[config.mk]
export PLATFORM = sky130hd
export DESIGN_NAME = spec_store_buf
export DESIGN_NICKNAME = d
export VERILOG_FILES = /design/src/rtl/ssb_pkg.sv /design/src/rtl/ssb_store.sv /design/src/rtl/ssb_fwd.sv /design/src/rtl/ssb_ctrl.sv /design/src/rtl/spec_store_buf.sv
export SDC_FILE = /design/constraint.sdc
export NUM_CORES = 1
export LEC_CHECK = 0
export CAP_MARGIN = 40
export CORE_MARGIN = 2
export CORE_UTILIZATION = 52
export CTS_CLUSTER_SIZE = 40
export DETAILED_ROUTE_END_ITERATION = 7
export PLACE_DENSITY_LB_ADDON = 0.05
export SYNTH_ARGS = -nofsm -noshare
export SYNTH_HDL_FRONTEND = slang
export SYNTH_HIERARCHICAL = 1
export SYNTH_SLANG_ARGS = --single-unit
[constraint.sdc]
create_clock -name clk -period 4.38 [get_ports clk]
set_input_delay 0.876 -clock clk [delete_from_list [all_inputs] [get_ports clk]]
set_output_delay 0.876 -clock clk [all_outputs]
set_load 0.005 [all_outputs]
[src/rtl/ssb_pkg.sv]
package ssb_pkg;
  typedef enum logic {
    SSB_SPEC  = 1'b0,
    SSB_DRAIN = 1'b1
  } ssb_state_e;

  localparam int SSB_NUM_LD = 2;
endpackage

[src/rtl/ssb_store.sv]
module ssb_store #(
  parameter int DEPTH = 4,
  parameter int AW    = 16,
  parameter int DW    = 32,
  localparam int BW   = DW / 8,
  localparam int PW   = $clog2(DEPTH),
  localparam int CW   = $clog2(DEPTH + 1)
) (
  input  logic                      clk,
  input  logic                      rst_n,
  input  logic                      wr_en,
  input  logic [AW-1:0]             wr_addr,
  input  logic [DW-1:0]             wr_data,
  input  logic [BW-1:0]             wr_mask,
  input  logic                      wr_epoch,
  input  logic                      pop,
  input  logic                      flush,
  output logic [CW-1:0]             cnt,
  output logic [DEPTH-1:0]          ord_live,
  output logic [DEPTH-1:0][AW-1:0]  ord_addr,
  output logic [DEPTH-1:0][DW-1:0]  ord_data,
  output logic [DEPTH-1:0][BW-1:0]  ord_mask,
  output logic [DEPTH-1:0]          ord_epoch
);
  logic [DEPTH-1:0][AW-1:0] addr_q;
  logic [DEPTH-1:0][DW-1:0] data_q;
  logic [DEPTH-1:0][BW-1:0] mask_q;
  logic [DEPTH-1:0]         ep_q;
  logic [PW-1:0]            head_q, tail_q;
  logic [CW-1:0]            cnt_q;

  function automatic logic [PW-1:0] bump(input logic [PW-1:0] p);
    return (p == PW'(DEPTH - 1)) ? '0 : p + 1'b1;
  endfunction

  always_ff @(posedge clk) begin
    if (!rst_n) begin
      head_q <= '0;
      tail_q <= '0;
      cnt_q  <= '0;
      addr_q <= '0;
      data_q <= '0;
      mask_q <= '0;
      ep_q   <= '0;
    end else if (flush) begin
      head_q <= '0;
      tail_q <= '0;
      cnt_q  <= '0;
    end else begin
      if (wr_en) begin
        addr_q[tail_q] <= wr_addr;
        data_q[tail_q] <= wr_data;
        mask_q[tail_q] <= wr_mask;
        ep_q[tail_q]   <= wr_epoch;
        tail_q         <= bump(tail_q);
      end
      if (pop) head_q <= bump(head_q);
      case ({wr_en, pop})
        2'b10:   cnt_q <= cnt_q + 1'b1;
        2'b01:   cnt_q <= cnt_q - 1'b1;
        default: cnt_q <= cnt_q;
      endcase
    end
  end

  assign cnt = cnt_q;

  // Present slots in age order: position 0 is the oldest store.
  for (genvar k = 0; k < DEPTH; k++) begin : g_age
    logic [PW:0]   sum;
    logic [PW-1:0] idx;
    always_comb begin
      sum = {1'b0, head_q} + (PW + 1)'(k);
      idx = (sum >= (PW + 1)'(DEPTH)) ? PW'(sum - (PW + 1)'(DEPTH)) : PW'(sum);
    end
    assign ord_live[k]  = CW'(k) < cnt_q;
    assign ord_addr[k]  = addr_q[idx];
    assign ord_data[k]  = data_q[idx];
    assign ord_mask[k]  = mask_q[idx];
    assign ord_epoch[k] = ep_q[idx];
  end
endmodule

[src/rtl/ssb_fwd.sv]
module ssb_fwd #(
  parameter int DEPTH = 4,
  parameter int AW    = 16,
  parameter int DW    = 32,
  parameter int EPOCH = 0,
  localparam int BW   = DW / 8
) (
  input  logic [DEPTH-1:0]          ord_live,
  input  logic [DEPTH-1:0][AW-1:0]  ord_addr,
  input  logic [DEPTH-1:0][DW-1:0]  ord_data,
  input  logic [DEPTH-1:0][BW-1:0]  ord_mask,
  input  logic [DEPTH-1:0]          ord_epoch,
  input  logic [AW-1:0]             q_addr,
  input  logic [BW-1:0]             q_mask,
  output logic                      hit,
  output logic                      conflict,
  output logic [DW-1:0]             data
);
  localparam logic MY_EP = 1'(EPOCH);

  logic [BW-1:0] covered;
  logic [DW-1:0] merged;
  logic          any_cov, all_cov;

  // Walk oldest to youngest so the youngest writer of each byte wins.
  always_comb begin
    covered = '0;
    merged  = '0;
    for (int k = 0; k < DEPTH; k++) begin
      if (ord_live[k] && (ord_addr[k] == q_addr) && (ord_epoch[k] <= MY_EP)) begin
        for (int b = 0; b < BW; b++) begin
          if (ord_mask[k][b] && q_mask[b]) begin
            covered[b]       = 1'b1;
            merged[b*8 +: 8] = ord_data[k][b*8 +: 8];
          end
        end
      end
    end
    any_cov  = |covered;
    all_cov  = (covered == q_mask);
    hit      = any_cov && all_cov;
    conflict = any_cov && !all_cov;
    data     = hit ? merged : '0;
  end
endmodule

[src/rtl/ssb_ctrl.sv]
module ssb_ctrl
  import ssb_pkg::*;
#(
  parameter int DEPTH = 4,
  localparam int CW   = $clog2(DEPTH + 1)
) (
  input  logic          clk,
  input  logic          rst_n,
  input  logic          join_i,
  input  logic          fail_i,
  input  logic          enq_valid,
  input  logic [CW-1:0] cnt,
  input  logic          pop,
  output logic          enq_ready,
  output logic          wr_en,
  output logic          flush,
  output logic          draining
);
  ssb_state_e state_q, state_d;
  logic       enq_fire;

  assign enq_ready = (state_q == SSB_SPEC) && (cnt != CW'(DEPTH));
  assign enq_fire  = enq_valid && enq_ready;
  assign flush     = fail_i && (state_q == SSB_SPEC);
  assign wr_en     = enq_fire && !flush;
  assign draining  = (state_q == SSB_DRAIN);

  always_comb begin
    state_d = state_q;
    unique case (state_q)
      SSB_SPEC:  if (join_i && !fail_i && ((cnt != '0) || enq_fire)) state_d = SSB_DRAIN;
      SSB_DRAIN: if (pop && (cnt == CW'(1))) state_d = SSB_SPEC;
      default:   state_d = SSB_SPEC;
    endcase
  end

  always_ff @(posedge clk) begin
    if (!rst_n) state_q <= SSB_SPEC;
    else        state_q <= state_d;
  end
endmodule

[src/rtl/spec_store_buf.sv]
module spec_store_buf
  import ssb_pkg::*;
#(
  parameter int DEPTH = 4,
  parameter int AW    = 16,
  parameter int DW    = 32,
  localparam int BW   = DW / 8,
  localparam int CW   = $clog2(DEPTH + 1)
) (
  input  logic                            clk,
  input  logic                            rst_n,
  input  logic                            enq_valid,
  output logic                            enq_ready,
  input  logic [AW-1:0]                   enq_addr,
  input  logic [DW-1:0]                   enq_data,
  input  logic [BW-1:0]                   enq_mask,
  input  logic                            enq_epoch,
  input  logic [SSB_NUM_LD-1:0][AW-1:0]   ld_addr,
  input  logic [SSB_NUM_LD-1:0][BW-1:0]   ld_mask,
  output logic [SSB_NUM_LD-1:0]           ld_hit,
  output logic [SSB_NUM_LD-1:0]           ld_conflict,
  output logic [SSB_NUM_LD-1:0][DW-1:0]   ld_data,
  input  logic                            spec_join,
  input  logic                            spec_fail,
  output logic                            mem_valid,
  input  logic                            mem_ready,
  output logic [AW-1:0]                   mem_addr,
  output logic [DW-1:0]                   mem_data,
  output logic [BW-1:0]                   mem_mask,
  output logic                            full
);
  logic                     wr_en, flush, pop, draining;
  logic [CW-1:0]            cnt_w;
  logic [DEPTH-1:0]         ord_live, ord_epoch;
  logic [DEPTH-1:0][AW-1:0] ord_addr;
  logic [DEPTH-1:0][DW-1:0] ord_data;
  logic [DEPTH-1:0][BW-1:0] ord_mask;

  ssb_ctrl #(.DEPTH(DEPTH)) u_ctrl (
    .clk(clk), .rst_n(rst_n), .join_i(spec_join), .fail_i(spec_fail),
    .enq_valid(enq_valid), .cnt(cnt_w), .pop(pop), .enq_ready(enq_ready),
    .wr_en(wr_en), .flush(flush), .draining(draining)
  );

  ssb_store #(.DEPTH(DEPTH), .AW(AW), .DW(DW)) u_store (
    .clk(clk), .rst_n(rst_n), .wr_en(wr_en), .wr_addr(enq_addr),
    .wr_data(enq_data), .wr_mask(enq_mask), .wr_epoch(enq_epoch),
    .pop(pop), .flush(flush), .cnt(cnt_w), .ord_live(ord_live),
    .ord_addr(ord_addr), .ord_data(ord_data), .ord_mask(ord_mask),
    .ord_epoch(ord_epoch)
  );

  for (genvar p = 0; p < SSB_NUM_LD; p++) begin : g_ld
    ssb_fwd #(.DEPTH(DEPTH), .AW(AW), .DW(DW), .EPOCH(p)) u_fwd (
      .ord_live(ord_live), .ord_addr(ord_addr), .ord_data(ord_data),
      .ord_mask(ord_mask), .ord_epoch(ord_epoch), .q_addr(ld_addr[p]),
      .q_mask(ld_mask[p]), .hit(ld_hit[p]), .conflict(ld_conflict[p]),
      .data(ld_data[p])
    );
  end

  assign mem_valid = draining && ord_live[0];
  assign mem_addr  = ord_addr[0];
  assign mem_data  = ord_data[0];
  assign mem_mask  = ord_mask[0];
  assign pop       = mem_valid && mem_ready;
  assign full      = (cnt_w == CW'(DEPTH));
endmodule

==> metrics <==
status=finished, violations left; failing checks=setup timing; CP top delay family=simple AND/OR/NAND/NOR gates; Post-synth ARST share=0%; Worst-path clk slew=roughly 0.060 ns; Syn Nets=about 1900; total of fill cells in the finished design=about 2500; Final Max Tran Viols=0; clk_lat worst skew=between 0.5 and 0.6 ns; met3 usage=between 7 and 8%; initial antenna violation count=4; Vias=about 18000; Syn Area/Cell=approximately 9.7 um^2; DR iter-0 viols=2301; critical path fanouts, max=8; IO Port Bufs=221; max_cap viols=0; Most Used Layer, Global Route=met2; slowest CP cell=mux4_2; area delta synth->final=38.9%; DP Area=around 22000 um^2; Worst setup SP type=flop; CP required=~3.5 ns; post-synth cell types=66; TritonCTS clock tree=done; total wire length=67.5 mm; setup ws final=-1.12 ns; utilization after layout=roughly 73%; Avg WL per Cell=24.6 um; first drt pass iteration count=8; most used cell, CP=buf_12; I/O pins=222; Die Height=188 um; worst path buffer plus inverter count=7; Routability Congestion=between 0.9 and 1; CTS buffer count=27; max incr delay on CP=roughly 0.58 ns; HPWL after DPL=45.3 mm; Post-Syn Area=roughly 18000 um^2; final worst-path cycle share=126%; RSZ-0062 raised after global routing=true; worst min path class=flop to flop; WHS=0.505 ns; largest net degree at the start of global routing=about 140; fin area=between 20000 and 25000 um^2; Cell Rows=67; Relative slew margins=43.3%; peak supply drop=about 0.00027 V; sequential fraction of the synthesis area=between 20 and 30%; H-tree Lvls=1; Worst R2R Setup Slack=roughly 1.8 ns; Post-synth EDFFs=0; kind of critical path=flop to output port; Root Buffer=clkbuf_16; CP Data Arrival Time=roughly 4.6 ns; layout net count=between 2000 and 2500; drt via density=6.57; Clock Sink Count=220; met1 Use GR=roughly 50%; gr ovfl total=0; Initial Utilization=a little over half; synth warn=6; Setup Skew=approximately 0.015 ns; Power Density=approximately 200 nW/um^2; DIE WIDTH=~190 um; crit path capture type=output port; share of cells above drive strength 1=a little under two fifths; P_leak=8.29 nW; Tmin final=5.50 ns; full die area=between 30000 and 40000 um^2; Placement Setup Slack=-1.19 ns; Syn Inst Count=~1800; Multi-input gate area=around 13000 um^2; flip-flop and latch area=4410 um^2; global-route usage over all layers=a little over a third; core box area=between 30000 and 40000 um^2; Fin. Hold Viols=0; number of global-route vias before repair=between 15000 and 20000; Final setup viols=between 60 and 70; Remaining DRCs=0; clock buffer depth=3; f_max=0.182 GHz; met2 usage=around three fifths; post-detailed-route count of antenna-violating nets=0; Top FF cell, synth=dfxtp_1; Worst-Margin Slew=0.851 ns; register bit count reported by yosys=220; CP Cell Sequence=buf_16 -> mux4_2 -> xor2_1 -> nor4_2 -> nand4_1 -> or3_1 -> and4bb_1 -> or4_4 -> buf_4 -> buf_12 -> buf_12 -> buf_6 -> buf_12 -> nor3_2 -> buf_2; first-pass GRT wire length=101 mm
[metal layers]
layer / vias up / part of all wire [%]
li1: 7782 / -
met1: 8879 / 40
met2: 1218 / 47
met3: 142 / 11
met4: 4 / 2.5
met5: - / 0.041
[layout by cell type (no fill, tap or decap), types with 6 or more instances in the layout]
cell and instances:
nor3_2 20, buf_2 63, xnor2_2 9, buf_4 290
nand2_1 453, nand3_1 9, nor3_4 10, or2_2 6
buf_8 6, nor2_1 15, o22ai_2 6, clkdlybuf4s50_1 154
a221o_1 8, o22ai_1 53, buf_6 27, xor2_1 66
a21boi_0 213, nor4_2 18, inv_1 23, a221oi_1 45
clkbuf_1 6, nor4_4 23, a21oi_4 8, xnor2_1 33
ha_1 8, a31o_2 8, buf_12 31, nor3_1 11
nor4_1 7, nand4_1 22, clkbuf_16 29, dfxtp_1 218
nor2b_1 8, a21oi_1 11, and2_1 11, mux4_2 212
o211ai_1 8, nand2b_1 14
[cells by family (layout without fill, tap and decap cells)]
logic type,count (synthesis),after routing,share of synthesized area (%)
xor gates and xnor gates,112,112,5.58
and+or+nand+nor,681,681,18.3
buffers and inverters,177,658,5.71
other,0,2,0
adders and majority gates,9,9,0.641
DFF,220,220,25.1
AOI/OAI and AO/OA,397,397,17.3
muxes,216,216,27.4
[timing repair]
| action | 4_1_cts | 5_1_grt |
|---|---|---|
| endpoints found under the setup margin | 77 | 77 |
| pin swaps | 35 | 27 |
| resized for setup | 347 | 101 |
| hold buffers | 0 | 0 |
| cloned | 5 | 2 |
| buffers inserted | 39 | 35 |
[layout make-up]
type	instances	share of cell area [%]
inverter	25	0.384
tap	448	2.30
antenna	2	0.0205
clock inverter	12	0.415
timing repair buffer	584	21.7
sequential	220	18.1
multi-input combinational	1415	54.0
clock buffer	37	3.09
[synth_stat cells (3+ instances only)]
| cell | instances | area, um^2 |
|---|---|---|
| nand2b_1 | 16 | 100 |
| a31o_2 | 8 | 70.1 |
| inv_1 | 24 | 90.1 |
| dfxtp_1 | 220 | 4400 |
| nand4_1 | 22 | 138 |
| nor4_2 | 20 | 250 |
| nor3b_1 | 5 | 37.5 |
| nor2_1 | 20 | 75.1 |
| nor3_1 | 41 | 205 |
| a221o_1 | 9 | 90.1 |
| a21boi_0 | 214 | 1610 |
| o211ai_1 | 8 | 60.1 |
| buf_2 | 60 | 300 |
| nand3b_1 | 4 | 30.0 |
| and2_1 | 12 | 75.1 |
| buf_6 | 20 | 225 |
| a2111oi_1 | 4 | 40.0 |
| a221oi_1 | 49 | 429 |
| buf_8 | 3 | 45.0 |
| mux2i_1 | 4 | 40.0 |
| nor4_1 | 28 | 175 |
| nor2b_1 | 8 | 50.1 |
| clkbuf_1 | 31 | 116 |
| and4_1 | 4 | 35.0 |
| or3_1 | 3 | 18.8 |
| or2_2 | 6 | 37.5 |
| o22ai_1 | 58 | 363 |
| or4_1 | 7 | 52.6 |
| mux4_2 | 212 | 4770 |
| a222oi_1 | 3 | 30.0 |
| and3b_1 | 5 | 43.8 |
| and3_1 | 3 | 18.8 |
| a2111oi_0 | 3 | 26.3 |
| xnor2_1 | 42 | 368 |
| o21ai_0 | 4 | 20.0 |
| buf_4 | 21 | 158 |
| or2_0 | 4 | 25.0 |
| nand2_1 | 453 | 1700 |
| o32ai_2 | 4 | 65.1 |
| ha_1 | 9 | 113 |
| buf_1 | 16 | 60.1 |
| nand3_1 | 10 | 50.1 |
| a21oi_1 | 19 | 95.1 |
| xor2_1 | 70 | 613 |
[metrics by stage]
stage               cells  setup TNS [ns]  total power, mW
finish               2743          -64.26             4.90
global route         2743          -71.29             5.03
CTS                  2706          -59.64             4.86
detailed placement   2613          -62.93             2.65
global placement     2611          -62.39             2.65
floorplan            1812         -0.0757             2.33
[registers in the layout, summed over array words and instances, names as in the netlist]
signal / flops
u_store/mask_q: 16
u_store/tail_q: 2
u_ctrl/draining: 1
u_store/data_q: 128
u_store/head_q: 2
u_store/ep_q: 4
u_store/cnt: 3
u_store/addr_q: 64
[path summary, 6_finish.rpt]
kind                                   startpoint             endpoint  cells after the start
worst max-delay path            u_store/head_q[0]          ld_data[50]                     15
worst min-delay path            u_store/addr_q[5]    u_store/addr_q[5]                      2
worst max register to register     u_store/cnt[0]  u_store/data_q[124]                      8
worst min register to register  u_store/addr_q[5]    u_store/addr_q[5]                      2
[worst reg2reg max path, stage by stage (launching register included)]
cell and delay (ns):
dfxtp_1 0.36, buf_4 0.17, nor2_1 0.06, a21oi_2 0.14, and3b_1 0.38, and3b_2 0.66, buf_4 0.44, nand2_1 0.11
a21boi_0 0.19
[report_power, final]
group | switching, mW | internal, mW | leakage (nW)
registers | 0.0264 | 2.02 | 1.78
logic | 0.318 | 0.329 | 6.11
clock network | 0.946 | 1.26 | 0.408
total | 1.29 | 3.61 | 8.29
Note: power is estimated with default switching activity, not from simulation.
